==> src/rtl/clksynth_loader.sv <==
module clksynth_loader #(
  parameter int DIV_W   = 7,
  parameter int SEL_W   = 4,
  parameter int DIV_MIN = 3
) (
  input  logic             clk,
  input  logic             rst_n,
  input  logic             start,
  input  logic [DIV_W-1:0] n_div,
  input  logic [DIV_W-1:0] m_div,
  input  logic [SEL_W-1:0] vco_sel,
  input  logic [SEL_W-1:0] post_div,
  input  logic             en_cmd,
  input  logic             en_val,
  output logic             ser_data,
  output logic             ser_strobe,
  output logic             out_en,
  output logic             busy,
  output logic             done,
  output logic             err
);
  localparam int WORD_W  = 2*DIV_W + 13;
  localparam int CNT_W   = $clog2(WORD_W);
  localparam int DIV_MAX = (1 << DIV_W) - 1;

  logic [WORD_W-1:0] word, sh;
  logic [CNT_W-1:0]  cnt;
  logic              phase;
  logic              n_ok, m_ok, v_ok, r_ok, legal;
  logic              r_two, r_four;

  assign n_ok   = (int'(n_div) >= DIV_MIN) && (int'(n_div) <= DIV_MAX);
  assign m_ok   = (int'(m_div) >= DIV_MIN) && (int'(m_div) <= DIV_MAX);
  assign v_ok   = (vco_sel == SEL_W'(1)) || (vco_sel == SEL_W'(8));
  assign r_ok   = (post_div == SEL_W'(1)) || (post_div == SEL_W'(2)) ||
                  (post_div == SEL_W'(4)) || (post_div == SEL_W'(8));
  assign legal  = n_ok && m_ok && v_ok && r_ok;
  assign r_two  = (post_div == SEL_W'(2)) || (post_div == SEL_W'(8));
  assign r_four = (post_div == SEL_W'(4)) || (post_div == SEL_W'(8));

  assign word = {8'b0001_0101, r_four, r_two, 2'b11, (vco_sel == '0), m_div, n_div};

  assign ser_strobe = busy && phase;

  always_ff @(posedge clk) begin
    if (!rst_n) begin
      sh       <= '0;
      cnt      <= '0;
      phase    <= 1'b0;
      ser_data <= 1'b0;
      out_en   <= 1'b0;
      busy     <= 1'b0;
      done     <= 1'b0;
      err      <= 1'b0;
    end else begin
      done <= 1'b0;
      if (!busy) begin
        if (start) begin
          err <= !legal;
          if (legal) begin
            sh       <= word;
            ser_data <= word[0];
            cnt      <= '0;
            phase    <= 1'b0;
            busy     <= 1'b1;
            out_en   <= 1'b0;
          end
        end else if (en_cmd) begin
          out_en <= en_val;
        end
      end else if (!phase) begin
        phase <= 1'b1;
      end else begin
        phase <= 1'b0;
        if (cnt == CNT_W'(WORD_W-1)) begin
          busy     <= 1'b0;
          out_en   <= 1'b1;
          done     <= 1'b1;
          ser_data <= 1'b0;
        end else begin
          cnt      <= cnt + 1'b1;
          sh       <= sh >> 1;
          ser_data <= sh[1];
        end
      end
    end
  end
endmodule

==> config.mk <==
export PLATFORM = sky130hd
export DESIGN_NAME = clksynth_loader
export DESIGN_NICKNAME = d
export VERILOG_FILES = /design/src/rtl/clksynth_loader.sv
export SDC_FILE = /design/constraint.sdc
export NUM_CORES = 1
export LEC_CHECK = 0
export BUFFER_PORTS_ARGS = -buffer_cell sky130_fd_sc_hd__buf_2
export CORE_MARGIN = 3
export CORE_UTILIZATION = 54
export DETAILED_ROUTE_END_ITERATION = 6
export GPL_TIMING_DRIVEN = 0
export PLACE_DENSITY = 0.78
export SLEW_MARGIN = 20
export SYNTH_ARGS = -nofsm -noshare
export SYNTH_HDL_FRONTEND = slang
export SYNTH_SLANG_ARGS = --single-unit
export TNS_END_PERCENT = 10
==> constraint.sdc <==
create_clock -name clk -period 2.16 [get_ports clk]
set_input_delay 0.324 -clock clk [delete_from_list [all_inputs] [get_ports clk]]
set_output_delay 0.324 -clock clk [all_outputs]
set_load 0.01 [all_outputs]
==> impl_metrics.yaml, run 1 <==
outcome:
  run_status: "complete, no violations"
finish:
  layout.core_utilization_pct: 69.1
  fill_cells: 245
  drive_gt1_share_pct: 30.9
  diodes: 0
  nets: 248
  area_growth_syn_to_layout_pct: 15.8
timing:
  slew_violations: 0
  slew-limit-headroom_pct: 50.9
  setup_viol: 0
  fmax_ghz: 0.499
  finalCritPeriodShare_pct: 92.7
  finalHoldViolCount: 0
  rsz0062_at_grt: "no"
  tns_ns: 0
  worst_pin_slew_ns: 0.737
  fin_hold_ws_ns: 0.294
  fin_skew_ns: 0.00683
  layout_min_cycle_time_ns: 2.00
worst_setup_path:
  critPathBufInv: 2
  path_delay_family: "simple AND/OR/NAND/NOR gates"
  path_cells: "inv_1 -> ha_1 -> and4b_1 -> nor2_2 -> clkbuf_2 -> nand3b_1 -> o311a_1"
  critPathMaxStageDelay_ns: 0.40
  cp_max_fo: 10
  end_kind: "flop"
  worst_ep_required_time_ns: 2.38
  slowest_stage: "dfxtp_1"
  worst-setup-path-type: "flop to flop"
  crit_path_start_kind: "flop"
  cp_data_arrival_time_ns: 2.22
global_route:
  grt_usage_pct: 21.7
  antenna_found_initial: 0
  grt_overflow_total: 0
  grt_pass1_wl_mm: 6.84
  grt_max_degree: 11
  grt_pass1_vias: 1558
cts:
  hold_buffers: 0
  cts_tree: "built"
  cts_inserted_buffers: 5
  clk_pin_slew_ns: 0.10
  htreeDepth: 2
  clk_path_buf_depth: 2
  cts-resized-gates: 0
  cts_num_sinks: 34
  cts_setup_buffers: 0
  clk_latency_ns: 0.33
  cts_root_buf: "clkbuf_4"
synthesis:
  synth.cell_area_sq_um: 1740
  synth_cell_type_count: 35
  yosysWarnings: 0
  synth-edff-count: 0
  ys_seq_elements: 34
  avgSynthCellArea_sq_um: 9.69
  syn_inst: 180
  ys_seq_area_share_pct: 39.0
  synth_top_flop_cell: "dfxtp_1"
  synth-async-reset-ratio_pct: 0
  syn_nets: 209
floorplan:
  rows: 19
  die_w_um: 62.8
  core_sq_um: 2920
  io_pins: 33
  initial_core_util_pct: 59.6
  die_h_um: 62.8
  dieArea_sq_um: 3950
detailed_routing:
  vias_per_cell: 5.88
  firstDrtPassIters: 4
  totalWireLength_mm: 4.01
  vias: 1541
  route.detailed.drc: 0
  routedWlPerCell_um: 15.3
  postRouteAntennaNets: 0
  drt_iter0_drc: 107
power_and_ir_drop:
  finalPower_w: 0.00113
  ir_drop_uv: 412
  leakagePower_nw: 0.710
  power_density_nw_per_um2: 560
placed_design:
  portBuffers: 32
  gp_congestion: 0.762
  post-dp-hpwl_mm: 2.92
flow_run:
  maxCapViolCount: 0
worst_hold_path:
  min_path_type: "primary input to flop"
state kept, by name, summed over array words and instances (netlist names):
signal,cells
busy,1
cnt,5
done,1
err,1
out_en,1
phase,1
ser_data,1
sh,23
logic make-up after synthesis:
family | count (synthesis) | share of synthesized area [%]
XOR/XNOR | 7 | 3.52
AO/OA/AOI/OAI | 42 | 23.0
AND/OR/NAND/NOR | 65 | 20.4
multiplexers | 14 | 8.03
buffers and inverters | 16 | 4.59
adder cells (fa/ha/maj) | 2 | 1.43
flip-flops | 34 | 39.0
cell usage in the layout (no fill, tap or decap), drive strengths merged, types with 5 or more instances in the layout:
master / n
buf: 36
dfxtp: 34
nor2: 27
a221oi: 18
mux2i: 14
clkbuf: 14
nand2: 13
o21ai: 11
a21oi: 10
inv: 5
cell usage after synthesis, types with 2 or more instances:
cell	instances	area [sq um]
nand4_1	4	25.0
inv_1	5	18.8
mux2i_1	14	140
nand3b_1	2	15.0
o21ai_0	8	40.0
xnor2_1	4	35.0
nor2_1	26	97.6
xor2_1	3	26.3
nor4_1	3	18.8
a21oi_1	10	50.1
nand4b_1	2	17.5
a221oi_1	2	17.5
nand3_1	3	15.0
buf_6	2	22.5
a221oi_2	16	240
nor4b_1	2	17.5
ha_1	2	25.0
nand2_1	13	48.8
dfxtp_1	34	681
o21ai_1	2	10.0
nor3_2	2	20.0
o311a_1	2	20.0
clkbuf_1	7	26.3
metrics by stage:
stage / instances / instance area, sq um / setup WS (ns)
after detailed placement: 254 / 1960 / 0.0978
after global routing: 262 / 2020 / 0.00916
after global placement: 254 / 1960 / 0.172
after floorplan: 180 / 1740 / 0.478
after CTS: 262 / 2020 / 0.0521
final: 262 / 2020 / 0.157
per-layer routing:
metal	up-vias	GRT usage (%)	routed length, um
met3	11	6.12	249
met2	61	36.6	1870
li1	747	-	-
met4	0	10.2	114
met1	722	25.2	1780
met5	-	0	0
worst paths after layout:
kind	from	end	slack (ns)	cells after the start
setup / recovery	cnt[0]$_SDFFE_PN0P_	sh[19]$_SDFFE_PN0P_	0.16	7
hold / removal	start	err$_SDFFE_PN0P_	0.29	3
setup reg to reg	cnt[0]$_SDFFE_PN0P_	sh[19]$_SDFFE_PN0P_	0.16	7
hold reg to reg	sh[22]$_SDFFE_PN0P_	sh[22]$_SDFFE_PN0P_	0.45	2
worst reg2reg max path, stage by stage, from the launching register on:
cell,delay [ns]
dfxtp_1,0.40
inv_1,0.08
ha_1,0.22
and4b_1,0.23
nor2_2,0.37
clkbuf_2,0.31
nand3b_1,0.12
o311a_1,0.17
power by group:
group	total [W]	switching, W	internal (W)	leakage, nW
sequential	0.000642	0.00000555	0.000637	0.275
clock	0.000364	0.000207	0.000158	0.0353
combinational	0.000125	0.0000732	0.0000514	0.400
layout make-up:
cell class,count,area [sq um],area share [%]
multi-input cells,130,983,48.7
flip-flops and latches,34,681,33.7
repair buffers,32,160,7.93
plain buffers,11,63.8,3.16
clock buffers,7,55.1,2.73
well taps,42,52.6,2.60
inverters,5,18.8,0.929
clock inverters,1,5.00,0.248
No activity file was read; power rests on OpenSTA's default activity.
==> run 2: changes to the inputs <==
--- a/config.mk
+++ b/config.mk
@@ -11,6 +11,7 @@
 export DETAILED_ROUTE_END_ITERATION = 6
 export GPL_TIMING_DRIVEN = 0
 export PLACE_DENSITY = 0.78
+export RECOVER_POWER = 50
 export SLEW_MARGIN = 20
 export SYNTH_ARGS = -nofsm -noshare
 export SYNTH_HDL_FRONTEND = slang
==> run 2 against run 1 <==
Compared with the run above:
- clock power is essentially flat
- global-route usage is the same
- sequential share of layout area grew 0.42 points
- largest power group unchanged
==> impl_metrics.yaml, run 2 (synthesized netlist as in run 1, its figures left out) <==
finish:
  drive_gt1_share_pct: 27.7
  area_growth_syn_to_layout_pct: 14.3
  largest_reg_flops: 23
  final_common_cell: "dfxtp_1"
  nets: 248
  final_cell_mix: "dfxtp_1 (34), buf_2 (28), nor2_1 (26), a221oi_2 (16), mux2i_1 (14)"
  top_regs: "sh (23), cnt (5)"
  largest-register: "sh"
  finalNonFillerCells: 262
  diodes: 0
detailed_routing:
  drt_iter0_drc: 75
  vias: 1538
  routedWlPerCell_um: 15.4
  vias_per_cell: 5.87
  firstDrtPassIters: 4
  postRouteAntennaNets: 0
  route.detailed.drc: 0
  totalWireLength_mm: 4.04
timing:
  setup_viol: 0
  finalHoldViolCount: 0
  slew-limit-headroom_pct: 51.4
  slew_violations: 0
  layout_min_cycle_time_ns: 2.01
  fin_hold_ws_ns: 0.293
  fmax_ghz: 0.497
  fin_skew_ns: 0.0105
  rsz0062_at_grt: "no"
  finalCritPeriodShare_pct: 93.1
  worst_pin_slew_ns: 0.729
  tns_ns: 0
worst_hold_path:
  min_path_type: "primary input to flop"
power_and_ir_drop:
  p_sw_w: 0.000284
  ir_drop_uv: 412
  intPower_w: 0.000844
  p_seq_share_pct: 56.9
  power_density_nw_per_um2: 566
  finalPower_w: 0.00113
  power_frac_clock_pct: 32.2
  leakagePower_nw: 0.678
  p_sw_share_pct: 25.2
  pwr-share-comb_pct: 10.9
floorplan:
  core_sq_um: 2920
  dieArea_sq_um: 3950
  initial_core_util_pct: 59.6
  die_w_um: 62.8
  io_pins: 33
  rows: 19
  die_h_um: 62.8
cts:
  cts_tree: "built"
  clk_pin_slew_ns: 0.10
  cts_num_sinks: 34
  cts_root_buf: "clkbuf_4"
  clk_latency_ns: 0.33
  cts_setup_buffers: 0
  cts_inserted_buffers: 5
  htreeDepth: 2
  clk_path_buf_depth: 2
placed_design:
  post-dp-hpwl_mm: 2.92
  dp_cells: 254
  gp_congestion: 0.762
  portBuffers: 32
global_route:
  grt_pass1_vias: 1558
  antenna_found_initial: 0
  grt_overflow_total: 0
  grt_pass1_wl_mm: 6.84
  grt_usage_pct: 21.7
  grt_max_degree: 11
worst_setup_path:
  r2r-end: "sh[19]$_SDFFE_PN0P_"
  crit_start: "cnt[0]$_SDFFE_PN0P_"
  crit_path_start_kind: "flop"
  r2r-start: "cnt[0]$_SDFFE_PN0P_"
  worst-setup-path-type: "flop to flop"
  end_kind: "flop"
  cp_data_arrival_time_ns: 2.23
  r2r_slack_ns: 0.15
  cp_max_fo: 10
  worstRegToRegCells: 7
  worst_ep_required_time_ns: 2.37
  crit_end: "sh[19]$_SDFFE_PN0P_"
outcome:
  run_status: "complete, no violations"
flow_run:
  maxCapViolCount: 0
[run 2: repair_timing]
item	4_1_cts	5_1_grt
hold buffers	0	0
resized for setup	0	4
endpoints found under the setup margin	0	16
[run 2: worst max-delay path, cell delays in order, from the launching register on]
cell	delay, ns
dfxtp_1	0.39
inv_1	0.08
ha_1	0.22
and4b_1	0.23
nor2_2	0.37
clkbuf_2	0.31
nand3b_1	0.12
o311a_1	0.17
[run 2: metal layers]
layer  part of all wire (%)  wire, um  track usage, %
met1                     44      1780            25.2
met3                    6.2       249            6.12
met5                      0         0               0
met2                     47      1900            36.6
met4                    2.6       104            10.2
[run 2: final cells by class]
cell class / count / area (sq um)
Buffer: 11 / 51.3
Timing Repair Buffer: 32 / 153
Inverter: 5 / 18.8
Multi-Input combinational cell: 130 / 978
Sequential cell: 34 / 681
Clock inverter: 1 / 5.00
Tap cell: 42 / 52.6
Clock buffer: 7 / 55.1
Fill cell: 252 / 930
[run 2: worst min path at each step]
| stage | slack [ns] | start | cells past startpoint | to |
|---|---|---|---|---|
| after floorplan | 0.42 | sh[20]$_SDFFE_PN0P_ | 2 | sh[20]$_SDFFE_PN0P_ |
| after global placement | 0.43 | err$_SDFFE_PN0P_ | 2 | err$_SDFFE_PN0P_ |
| after detailed placement | 0.45 | err$_SDFFE_PN0P_ | 2 | err$_SDFFE_PN0P_ |
| after CTS | 0.28 | rst_n | 3 | sh[2]$_SDFFE_PN0P_ |
| after global routing | 0.28 | start | 3 | err$_SDFFE_PN0P_ |
| final | 0.29 | start | 3 | err$_SDFFE_PN0P_ |
[run 2: per-stage QoR]
step                area [sq um]  util [%]  worst slack, ns
floorplan                   1740         -            0.478
global placement            1960      66.9            0.172
detailed placement          1960      66.9           0.0978
CTS                         2020      69.0           0.0521
global route                1990      68.2          0.00916
finish                      1990      68.2            0.149
[run 2: power groups by stage]
| stage | Sequential [W] | Combinational [W] | Clock, W |
|---|---|---|---|
| floorplan | 0.000657 | 0.0000702 | 0 |
| global placement | 0.000656 | 0.000118 | 0 |
| finish | 0.000642 | 0.000122 | 0.000363 |
| global route | 0.000643 | 0.000135 | 0.000398 |
| detailed placement | 0.000656 | 0.000123 | 0 |
| CTS | 0.000642 | 0.000124 | 0.000369 |
==> run 3: changes to the inputs <==
==> constraint.sdc (replaced) <==
create_clock -name clk -period 2.1 [get_ports clk]
set_input_delay 0.315 -clock clk [delete_from_list [all_inputs] [get_ports clk]]
set_output_delay 0.315 -clock clk [all_outputs]
set_load 0.01 [all_outputs]
==> run 3 against run 2 <==
Compared with the run above:
- combinational power increased by 3%
- power increased by 3.2%
- global-route usage unchanged
- critical path type unchanged
- highest routed layer unchanged
==> impl_metrics.yaml, run 3 (synthesized netlist as in run 1, its figures left out) <==
finish:
  final_common_cell: "dfxtp_1"
  area_growth_syn_to_layout_pct: 14.9
  final_cell_mix: "dfxtp_1 (34), buf_2 (28), nor2_1 (26), a221oi_2 (15), mux2i_1 (14)"
  largest_reg_flops: 23
  top_regs: "sh (23), cnt (5)"
  drive_gt1_share_pct: 27.7
  finish.instance_area_sq_um: 2000
  seq_area_sq_um: 681
  nets: 248
  diodes: 0
  multi_input_area_sq_um: 982
  largest-register: "sh"
  fill_cells: 249
placed_design:
  dpl-instance-area_sq_um: 1960
  post-dp-hpwl_mm: 2.92
  gp_congestion: 0.762
  portBuffers: 32
floorplan:
  die_h_um: 62.8
  io_pins: 33
  dieArea_sq_um: 3950
  die_w_um: 62.8
  core_sq_um: 2920
  initial_core_util_pct: 59.6
  rows: 19
cts:
  cts_num_sinks: 34
  clk_latency_ns: 0.33
  cts_root_buf: "clkbuf_4"
  cts_tree: "built"
  cts_inserted_buffers: 5
  htreeDepth: 2
  clk_pin_slew_ns: 0.10
  clk_path_buf_depth: 2
power_and_ir_drop:
  power_frac_clock_pct: 32.4
  power_density_nw_per_um2: 581
  p_sw_share_pct: 25.4
  pwr-share-comb_pct: 10.9
  intPower_w: 0.000869
  p_sw_w: 0.000295
  ir_drop_uv: 423
  finalPower_w: 0.00116
  p_seq_share_pct: 56.8
  leakagePower_nw: 0.682
outcome:
  run_status: "complete, no violations"
timing:
  rsz0062_at_grt: "no"
  layout_min_cycle_time_ns: 1.89
  fin_skew_ns: 0.00777
  tns_ns: 0
  fmax_ghz: 0.530
  setup_viol: 0
  slew-limit-headroom_pct: 50.6
  worst_pin_slew_ns: 0.741
  fin_hold_ws_ns: 0.283
  finalCritPeriodShare_pct: 89.9
  slew_violations: 0
  finalHoldViolCount: 0
worst_setup_path:
  critPathMaxStageDelay_ns: 0.36
  slowest_stage: "dfxtp_1"
  cp_data_arrival_time_ns: 2.14
  path_cells: "nand2b_4 -> nor4_4 -> nand3_2 -> or2_0 -> buf_2 -> a221oi_2"
  r2r_slack_ns: 0.21
  crit_path_start_kind: "flop"
  cp.depth: 6
  end_kind: "flop"
  r2r-end: "sh[4]$_SDFFE_PN0P_"
  path_delay_family: "simple AND/OR/NAND/NOR gates"
  r2r-start: "busy$_SDFF_PN0_"
  crit_start: "busy$_SDFF_PN0_"
  worst_ep_required_time_ns: 2.35
  crit_end: "sh[4]$_SDFFE_PN0P_"
  worstRegToRegCells: 6
  critPathBufInv: 1
  cp_max_fo: 10
  worst-setup-path-type: "flop to flop"
global_route:
  antenna_found_initial: 0
  grt_pass1_wl_mm: 6.84
  grt_max_degree: 11
  grt_usage_pct: 21.7
  grt_overflow_total: 0
  grt_pass1_vias: 1558
detailed_routing:
  firstDrtPassIters: 4
  totalWireLength_mm: 4.04
  drt_iter0_drc: 91
  routedWlPerCell_um: 15.4
  route.detailed.drc: 0
  postRouteAntennaNets: 0
  vias: 1547
  vias_per_cell: 5.90
flow_run:
  maxCapViolCount: 0
worst_hold_path:
  min_from: "start"
  min_path_type: "primary input to flop"
run 3: cell count changes in the layout (fill, tap and decap cells not counted), sizes merged:
cell	change
buf	+1
clkbuf	-1
run 3: area by class of cell:
class                   count  area share (%)
clock buffers               7            2.75
repair buffers             32            7.62
clock inverters             1           0.250
plain buffers              11            2.87
inverters                   5           0.936
flip-flops and latches     34            34.0
multi-input cells         130            49.0
well taps                  42            2.62
run 3: worst min-delay path by stage:
stage                                     end  slack (ns)  depth (start not counted)
after floorplan           sh[20]$_SDFFE_PN0P_        0.42                          2
after global placement       err$_SDFFE_PN0P_        0.43                          2
after detailed placement     err$_SDFFE_PN0P_        0.45                          2
after CTS                  sh[2]$_SDFFE_PN0P_        0.28                          3
after global routing         err$_SDFFE_PN0P_        0.27                          3
final                        err$_SDFFE_PN0P_        0.28                          3
run 3: what timing repair did:
action	in CTS	in global routing
setup endpoints to repair	1	14
setup buffers	0	0
resized for setup	1	3
cloned	0	0
hold buffers	0	0
run 3: per-stage QoR:
step           std cells  util, %  worst slack [ns]
2_1_floorplan        180        -             0.418
3_3_place_gp         254     66.9             0.112
3_5_place_dp         254     66.9            0.0378
4_1_cts              262     69.0          0.000619
5_1_grt              262     68.5            0.0733
6_report             262     68.5             0.212
run 3: power by group through the flow:
stage          clock (W)  combinational [W]  sequential, W
2_1_floorplan          0          0.0000722       0.000676
6_report        0.000377           0.000126       0.000661
4_1_cts         0.000380           0.000128       0.000660
3_5_place_dp           0           0.000126       0.000675
3_3_place_gp           0           0.000121       0.000675
5_1_grt         0.000409           0.000139       0.000662
run 3: worst register-to-register path, delay by kind of cell, from the launching register on:
kind                   cells  cell delay, ns
AOI/OAI and AO/OA          1            0.26
buffers and inverters      1            0.26
DFF                        1            0.36
and+or+nand+nor            4            0.92
run 3: metal layers:
| layer | global-route usage (%) | share of wire [%] | routed length [um] |
|---|---|---|---|
| met1 | 25.2 | 45 | 1820 |
| met2 | 36.6 | 47 | 1890 |
| met3 | 6.12 | 5.8 | 235 |
| met4 | 10.2 | 2.4 | 97 |
| met5 | 0 | 0 | 0 |
